$ cat src/rtl/pdac_pkg.sv
package pdac_pkg;
    typedef enum logic [1:0] {
        SQ_IDLE  = 2'd0,
        SQ_COUNT = 2'd1,
        SQ_ARMED = 2'd2,
        SQ_DEAD  = 2'd3
    } seq_state_t;

    localparam int IDX_CTRL = 0;
    localparam int IDX_MFG  = 1;
    localparam int IDX_DEV  = 2;
    localparam int IDX_SIGR = 3;
    localparam int IDX_SIGG = 4;
    localparam int IDX_SIGB = 5;

    localparam int BIT_COL8  = 1;
    localparam int BIT_SLEEP = 2;
    localparam int BIT_DBL   = 5;
endpackage

$ cat src/rtl/pdac_seq.sv
module pdac_seq
    import pdac_pkg::*;
#(
    parameter int ARM_READS = 4,
    parameter int N_IND     = 6,
    localparam int CW = $clog2(ARM_READS),
    localparam int IW = $clog2(N_IND)
) (
    input  logic          clk,
    input  logic          rst,
    input  logic          rd_pm,
    input  logic          wr_pm,
    input  logic          touch_addr,
    output logic          armed,
    output logic          dead,
    output logic [IW-1:0] idx
);
    seq_state_t    st_q, st_d;
    logic [CW-1:0] cnt_q, cnt_d;
    logic [IW-1:0] ptr_q, ptr_d;

    always_comb begin
        st_d  = st_q;
        cnt_d = cnt_q;
        ptr_d = ptr_q;
        if (wr_pm || touch_addr) begin
            st_d  = SQ_IDLE;
            cnt_d = '0;
            ptr_d = '0;
        end else if (rd_pm) begin
            unique case (st_q)
                SQ_IDLE: begin
                    st_d  = SQ_COUNT;
                    cnt_d = CW'(1);
                end
                SQ_COUNT: begin
                    if (cnt_q == CW'(ARM_READS - 1)) begin
                        st_d  = SQ_ARMED;
                        ptr_d = '0;
                    end else begin
                        cnt_d = cnt_q + CW'(1);
                    end
                end
                SQ_ARMED: begin
                    if (ptr_q == IW'(N_IND - 1))
                        st_d = SQ_DEAD;
                    else
                        ptr_d = ptr_q + IW'(1);
                end
                SQ_DEAD: st_d = SQ_DEAD;
                default: st_d = SQ_IDLE;
            endcase
        end
    end

    always_ff @(posedge clk) begin
        if (rst) begin
            st_q  <= SQ_IDLE;
            cnt_q <= '0;
            ptr_q <= '0;
        end else begin
            st_q  <= st_d;
            cnt_q <= cnt_d;
            ptr_q <= ptr_d;
        end
    end

    always_comb begin
        armed = (st_q == SQ_ARMED);
        dead  = (st_q == SQ_DEAD);
        idx   = ptr_q;
    end

    AST_ADDR_RESTART: assert property (@(posedge clk) disable iff (rst)
        touch_addr |=> (st_q == SQ_IDLE));
    AST_PTR_BOUND: assert property (@(posedge clk) disable iff (rst)
        (st_q == SQ_ARMED) |-> (ptr_q < IW'(N_IND)));
    AST_ARM_AT_ZERO: assert property (@(posedge clk) disable iff (rst)
        $rose(armed) |-> (idx == '0));
    AST_DEAD_STICKY: assert property (@(posedge clk) disable iff (rst)
        (dead && !wr_pm && !touch_addr) |=> dead);
endmodule

$ cat src/rtl/pdac_ibank.sv
module pdac_ibank
    import pdac_pkg::*;
#(
    parameter int          DW     = 8,
    parameter int          N_IND  = 6,
    parameter logic [DW-1:0] MFG_ID = 8'h5A,
    parameter logic [DW-1:0] DEV_ID = 8'hC3,
    localparam int IW = $clog2(N_IND)
) (
    input  logic          clk,
    input  logic          rst,
    input  logic          we,
    input  logic [IW-1:0] idx,
    input  logic [DW-1:0] wdata,
    input  logic [DW-1:0] sig_red,
    input  logic [DW-1:0] sig_grn,
    input  logic [DW-1:0] sig_blu,
    output logic [DW-1:0] ctrl,
    output logic [DW-1:0] rd_val
);
    logic [DW-1:0] ctrl_q;
    logic          ctrl_we;

    assign ctrl_we = we && (idx == IW'(IDX_CTRL));

    always_ff @(posedge clk) begin
        if (rst)
            ctrl_q <= '0;
        else if (ctrl_we)
            ctrl_q <= wdata;
    end

    always_comb begin
        unique case (int'(idx))
            IDX_CTRL: rd_val = ctrl_q;
            IDX_MFG:  rd_val = MFG_ID;
            IDX_DEV:  rd_val = DEV_ID;
            IDX_SIGR: rd_val = sig_red;
            IDX_SIGG: rd_val = sig_grn;
            IDX_SIGB: rd_val = sig_blu;
            default:  rd_val = '0;
        endcase
        ctrl = ctrl_q;
    end

    AST_CTRL_GUARD: assert property (@(posedge clk) disable iff (rst)
        !(we && idx == IW'(IDX_CTRL)) |=> $stable(ctrl_q));
endmodule

$ cat src/rtl/pdac_regfront.sv
module pdac_regfront
    import pdac_pkg::*;
#(
    parameter int          DW        = 8,
    parameter int          ARM_READS = 4,
    parameter int          N_IND     = 6,
    parameter logic [DW-1:0] MFG_ID  = 8'h5A,
    parameter logic [DW-1:0] DEV_ID  = 8'hC3
) (
    input  logic          clk,
    input  logic          rst,
    input  logic          rd_stb,
    input  logic          wr_stb,
    input  logic          sel,
    input  logic [DW-1:0] wdata,
    input  logic [DW-1:0] sig_red,
    input  logic [DW-1:0] sig_grn,
    input  logic [DW-1:0] sig_blu,
    output logic [DW-1:0] rdata,
    output logic          rvalid,
    output logic [DW-1:0] pix_mask,
    output logic [DW-1:0] pal_waddr,
    output logic          sleep,
    output logic          dbl_clk,
    output logic          col8
);
    localparam int IW = $clog2(N_IND);

    logic          rd_pm, wr_pm, touch_addr;
    logic          armed, dead;
    logic [IW-1:0] idx;
    logic [DW-1:0] ctrl, bank_rd;
    logic [DW-1:0] pmask_q, waddr_q, rdata_q;
    logic          rvalid_q;

    assign rd_pm      = rd_stb && sel;
    assign wr_pm      = wr_stb && sel;
    assign touch_addr = (rd_stb || wr_stb) && !sel;

    pdac_seq #(.ARM_READS(ARM_READS), .N_IND(N_IND)) u_seq (
        .clk(clk), .rst(rst), .rd_pm(rd_pm), .wr_pm(wr_pm),
        .touch_addr(touch_addr), .armed(armed), .dead(dead), .idx(idx)
    );

    pdac_ibank #(.DW(DW), .N_IND(N_IND), .MFG_ID(MFG_ID), .DEV_ID(DEV_ID)) u_bank (
        .clk(clk), .rst(rst), .we(wr_pm && armed), .idx(idx), .wdata(wdata),
        .sig_red(sig_red), .sig_grn(sig_grn), .sig_blu(sig_blu),
        .ctrl(ctrl), .rd_val(bank_rd)
    );

    always_ff @(posedge clk) begin
        if (rst) begin
            pmask_q  <= '0;
            waddr_q  <= '0;
            rdata_q  <= '0;
            rvalid_q <= 1'b0;
        end else begin
            rvalid_q <= rd_stb;
            if (wr_pm && !armed && !dead)
                pmask_q <= wdata;
            if (wr_stb && !sel)
                waddr_q <= wdata;
            if (rd_stb) begin
                if (!sel)
                    rdata_q <= waddr_q;
                else if (dead)
                    rdata_q <= '0;
                else if (armed)
                    rdata_q <= bank_rd;
                else
                    rdata_q <= pmask_q;
            end
        end
    end

    always_comb begin
        rdata     = rdata_q;
        rvalid    = rvalid_q;
        pix_mask  = pmask_q;
        pal_waddr = waddr_q;
        sleep     = ctrl[BIT_SLEEP];
        dbl_clk   = ctrl[BIT_DBL];
        col8      = ctrl[BIT_COL8];
    end

    AST_STROBE_EXCL: assert property (@(posedge clk) disable iff (rst)
        !(rd_stb && wr_stb));
    AST_DEAD_READS_ZERO: assert property (@(posedge clk) disable iff (rst)
        (rd_pm && dead) |=> (rdata == '0));
    AST_PMASK_SHIELD: assert property (@(posedge clk) disable iff (rst)
        (wr_pm && (armed || dead)) |=> $stable(pix_mask));
    AST_RVALID_FOLLOWS: assert property (@(posedge clk) disable iff (rst)
        rvalid |-> $past(rd_stb));
endmodule

$ cat config.mk
export PLATFORM = sky130hd
export DESIGN_NAME = pdac_regfront
export DESIGN_NICKNAME = d
export VERILOG_FILES = /design/src/rtl/pdac_pkg.sv /design/src/rtl/pdac_seq.sv /design/src/rtl/pdac_ibank.sv /design/src/rtl/pdac_regfront.sv
export SDC_FILE = /design/constraint.sdc
export NUM_CORES = 1
export LEC_CHECK = 0
export BUFFER_PORTS_ARGS = -buffer_cell sky130_fd_sc_hd__buf_2
export CORE_MARGIN = 8
export CORE_UTILIZATION = 52
export CTS_BUF_LIST = sky130_fd_sc_hd__clkbuf_4 sky130_fd_sc_hd__clkbuf_8 sky130_fd_sc_hd__clkbuf_16
export DETAILED_ROUTE_END_ITERATION = 8
export PLACE_DENSITY = 0.8
export SLEW_MARGIN = 20
export SYNTH_ARGS = -nofsm -noshare
export SYNTH_HDL_FRONTEND = slang
export SYNTH_SLANG_ARGS = --single-unit
$ cat constraint.sdc
create_clock -name clk -period 1.8 [get_ports clk]
set_input_delay 0.27 -clock clk [delete_from_list [all_inputs] [get_ports clk]]
set_output_delay 0.27 -clock clk [all_outputs]
set_load 0.01 [all_outputs]
Word level (Yosys, flattened, before mapping):

Index checks and enable logic that the tools add are counted.

* flip-flop bits (word level): 40
* bits of input ports: 37
* word-level logic and storage cells: 56

* reductions and logical operators: 21
* muxes and demuxes: 12
* eq/ne operators: 13
* add/sub/neg operators: 2

Operator list (number)
* $pmux W8 S6: 1
* $mux W8: 3
* $logic_and A1 B1 Y1: 8
* $pmux W2 S4: 1
* $eq A2 B2 Y1 const B: 3
* $eq A3 B2 Y1 const B: 2
* $eq A3 B3 Y1 const B: 2
* $mux W2: 3
* $mux W3: 2
* $pmux W3 S2: 1
* $reduce_and A3 Y1: 2
* $ne A2 B1 Y1 const B: 2
* $ne A2 B2 Y1 const B: 2
* $pmux W2 S2: 1
* $reduce_and A4 Y1: 1
* $reduce_bool A2 Y1: 2
* $add A3 B1 Y3 const B: 1
* $eq A3 B1 Y1 const B: 1
* $logic_not A1 Y1: 3
* $logic_not A3 Y1: 1
* $add A2 B1 Y2 const B: 1
* $eq A2 B1 Y1 const B: 1
* $logic_not A2 Y1: 1
* $logic_or A1 B1 Y1: 2
* $reduce_or A2 Y1: 1

Logic depth before layout (Yosys ltp):

* depth in word-level cells: 5
* depth in mapped cells: 6
* gate-level depth less buffers: 5

Modules after synthesis:

From an unflattened synthesis, not the netlist that was laid out.

* cells, all modules: 217
* area, all modules: 1990.7 um^2

Modules (own cells, without submodules)
* pdac_regfront: area an instance 1012.2 um^2, instances 1, sequential area each 500.5 um^2, cells an instance 97
* pdac_ibank: area an instance 579.3 um^2, instances 1, sequential area each 160.2 um^2, cells an instance 76
* pdac_seq: area an instance 399.1 um^2, instances 1, sequential area each 140.1 um^2, cells an instance 44

Least setup slack after synthesis:

No wires, ideal clock.

* path type: register -> register
* start point: register u_seq.ptr_q[1], in the netlist u_seq.idx[1]
* end point: register rdata_q[5], in the netlist rdata[5]
* library setup time: 0.122 ns
* path buffers: 1
* clock period less this slack: 1.482 ns
* arrival time: 1.361 ns
* slack: 0.318 ns
* stages on the path, launching flop included: 7
* cell sequence: dfxtp_1 > inv_1 > ha_1 > buf_2 > a22oi_1 > o211ai_1 > a221o_1

* longest elaborated chain between the ends: 5
* elaborated cells between the ends (all ways): 10
* classes of those cells: eq/ne: 5; mux: 4; reduce/logical: 1

Ends and longest elaborated chain
* from (decl): RTL line pdac_seq.sv:20 `logic [IW-1:0] ptr_q, ptr_d;`
* from (signal assigned): RTL line pdac_seq.sv:64 `ptr_q <= ptr_d;`
* $eq A3 B3 Y1, or another cell as far along: RTL line pdac_ibank.sv:34 `unique case (int'(idx))`
* $pmux W8 S6 *: RTL line pdac_ibank.sv:34
* $mux W8 *: RTL line pdac_regfront.sv:68 `else if (armed)`
* $mux W8 *: RTL line pdac_regfront.sv:66 `else if (dead)`
* $mux W8 *: RTL line pdac_regfront.sv:64 `if (!sel)`
* to (signal assigned): RTL line pdac_regfront.sv:65 `rdata_q <= waddr_q;`
* to (signal assigned): RTL line pdac_regfront.sv:69 `rdata_q <= bank_rd;`
* to (signal assigned): RTL line pdac_regfront.sv:71 `rdata_q <= pmask_q;`
* to (decl): RTL line pdac_regfront.sv:33 `logic [DW-1:0] pmask_q, waddr_q, rdata_q;`

Every way passes the cells marked *; elsewhere a longest branch is shown, timed or not.
A chain may end at the register's enable or synchronous reset.

Worst setup path after layout:

* start point: register u_seq.ptr_q[0], in the netlist u_seq.idx[0]
* end point: register u_bank.ctrl_q[7], in the netlist u_bank.ctrl[7]

* longest elaborated chain between the ends: 2

Ends and longest elaborated chain
* $logic_not A3 Y1: RTL line pdac_ibank.sv:24 `assign ctrl_we = we && (idx == IW'(IDX_CTRL));`
* $logic_and A1 B1 Y1: RTL line pdac_ibank.sv:24
* to (signal assigned): RTL line pdac_ibank.sv:30 `ctrl_q <= wdata;`
* to (decl): RTL line pdac_ibank.sv:21 `logic [DW-1:0] ctrl_q;`

No other way between the ends.

==> results_dict.tcl <==
set metrics [dict create \
    worst_ep_required_time_ns 2.04 \
    synth_compound_area_share_pct 20.3 \
    min_period_ns 1.70 \
    worstMarginPinSlew_ns 0.513 \
    cts.clk_slew.worst_paths_ns 0.09 \
    antenna_found_initial 0 \
    synth-edff-count 0 \
    p_leak_nw 1.15 \
    finalNetCount 369 \
    tritoncts "done" \
    hold_slack_ns 0.237 \
    fillers 396 \
    setup_viol 0 \
    cts.path.max_buffers 2 \
    clock_latency_ns 0.30 \
    p_per_area_nw_per_um2 715 \
    synth_top_family_by_area "simple AND/OR/NAND/NOR gates" \
    vias 2165 \
    yosys.area.top_type "dfxtp_1" \
    top_layer "met4" \
    gr-total-overflow 0 \
    ant_nets 0 \
    htreeDepth 2 \
    clockRootBuffer "clkbuf_8" \
    synth_ff_type "dfxtp_1" \
    syn_area_sq_um 2250 \
    slew_headroom_pct 65.7 \
    critPathKind "flop to flop" \
    cts_resized 0 \
    finish.instance_area_sq_um 2740 \
    grt_max_degree 26 \
    synthXorXnorAreaFrac_pct 0 \
    dp.cells 366 \
    register_area_sq_um 801 \
    cts_made_buffers 5 \
    syn_nets 307 \
    synthSimpleGateAreaFrac_pct 24.8 \
    grt_pass1_vias 2175 \
    die-area_sq_um 6690 \
    yosysMostFrequentCell "dfxtp_1" \
    area.growth.synth_to_final_pct 21.7 \
    yosys_warnings 0 \
    multiInputGateArea_sq_um 1310 \
    worstPathMaxFanout 9 \
    dp_hpwl_mm 4.95 \
    slew_viol_final 0 \
    syn_inst 259 \
    max_freq_ghz 0.588 \
    synth_fa_ha_area_share_pct 6.11 \
    skew_ns 0.00946 \
    layout_worst_path_cycle_share_pct 94.4 \
    ctsHoldBuffers 0 \
    wl_mm 6.49 \
    wl_per_cell_um 17.3 \
    yosysSeqAreaShare_pct 35.6 \
    wl_met1_mm 2.85 \
    grt.total_usage_pct 20.2 \
    fin_setup_tns_ns 0 \
    initial_utilization_pct 52.8 \
    die_w_um 81.8 \
    drv_cap 0 \
    hold_class "primary input to flop" \
    end_kind "flop" \
    synth.area.top_cells "dfxtp_1 36%, ha_1 6.1%, mux2i_1 5.8%" \
    firstDrtPassIters 4 \
    drive_gt1_share_pct 28.9 \
    io-pin-count 65 \
    dieHeight_um 81.8 \
    status "completed" \
    clock_sinks 40 \
    instances_no_fill 374 \
    power.total_mw 1.96 \
    netlist.area_leader.share_pct 35.6 \
    vias_per_cell 5.79 \
    place_area_sq_um 2610 \
    portBuffers 64 \
    synthMuxAreaShare_pct 6.78 \
    cp.arrival_ns 1.93 \
    wl_met3_um 351 \
    grt_pass1_wl_mm 10.5 \
    synth_common_cells "40 x dfxtp_1, 27 x nand2_1, 21 x a21oi_1" \
    drtIter0Drc 152 \
    async_flop_share_pct 0 \
    n_antenna_cell 0 \
    synth.distinct_cells 44 \
    cts_setup_buffers 0 \
    finalHoldViolCount 0 \
    start_kind "flop" \
    place_congestion 0.862 \
    route.met2.wl_mm 3.12 \
    rsz0062_at_grt "no" \
    core_sq_um 4260 \
    post_synth.cell_area_avg_sq_um 8.69 \
    synth_seq_cells 40 \
    ir_drop_v 0.000530 \
    fp-row-count 24 \
    drc_errors 0 \
]
-- area by class of cell --
cell class / instances / share of cell area, %
multi-input cells: 189 / 47.9
flip-flops and latches: 40 / 29.2
repair buffers: 75 / 14.7
clock buffers: 6 / 3.01
well taps: 52 / 2.37
clock inverters: 2 / 1.42
inverters: 10 / 1.37
-- critical path, stage by stage (launching register included) --
cell	delay (ns)
dfxtp_1	0.36
inv_1	0.11
ha_1	0.27
buf_4	0.21
and4b_1	0.40
nand3_1	0.14
a21oi_1	0.15
-- flip-flops by register name, indices dropped and copies added (netlist names) --
signal,flops
u_seq.idx,3
pal_waddr,8
rvalid,1
pix_mask,8
u_seq.cnt_q,2
rdata,8
u_bank.ctrl,8
u_seq.st_q,2
-- kinds of logic after synthesis --
group / count (synthesis)
flops: 40
fa+ha+maj: 11
buf+inv: 30
compound gates: 66
simple gates: 97
mux: 15
-- final timing paths --
| check | from | endpoint | slack (ns) | cells after the start |
|---|---|---|---|---|
| worst min register to register | pal_waddr[4]$_SDFFE_PP0P_ | pal_waddr[4]$_SDFFE_PP0P_ | 0.47 | 2 |
| worst min-delay path | wdata[4] | pal_waddr[4]$_SDFFE_PP0P_ | 0.24 | 3 |
| worst max-delay path | u_seq.idx[0]$_SDFFE_PP0P_ | u_bank.ctrl[7]$_SDFFE_PP0P_ | 0.10 | 6 |
| worst max register to register | u_seq.idx[0]$_SDFFE_PP0P_ | u_bank.ctrl[7]$_SDFFE_PP0P_ | 0.10 | 6 |
-- cells in the final DEF, fill, tap and decap left out, types with 3 or more instances in the layout --
cell	n
buf_2	64
dfxtp_1	40
nand2_1	27
a21oi_1	21
nand3_1	20
mux2i_1	13
ha_1	11
buf_4	11
nor2_1	10
nand2b_1	10
o21ai_1	9
inv_1	8
nand3b_1	6
clkbuf_8	6
and2_1	4
nand4_1	4
a2bb2oi_1	4
a22oi_1	4
o2111ai_1	4
o221ai_1	4
a221o_1	4
o211ai_1	3
nor2b_1	3
-- layer usage --
| layer | up-vias | track usage, % |
|---|---|---|
| met5 | - | 0 |
| met4 | 0 | 10.9 |
| met3 | 15 | 4.05 |
| met2 | 61 | 31.9 |
| met1 | 1017 | 25.4 |
| li1 | 1072 | - |
-- per-stage QoR --
| stage | worst slack [ns] | utilization, % |
|---|---|---|
| 2_1_floorplan | 0.318 | - |
| 3_3_place_gp | 0.222 | 61.2 |
| 3_5_place_dp | 0.134 | 61.2 |
| 4_1_cts | 0.0560 | 64.1 |
| 5_1_grt | 0.00771 | 64.3 |
| 6_report | 0.101 | 64.3 |
-- power by group --
part           internal, mW  switching [mW]
sequential            0.910          0.0187
clock                 0.454           0.339
combinational         0.104           0.133
(Power assumes the default switching activity.)
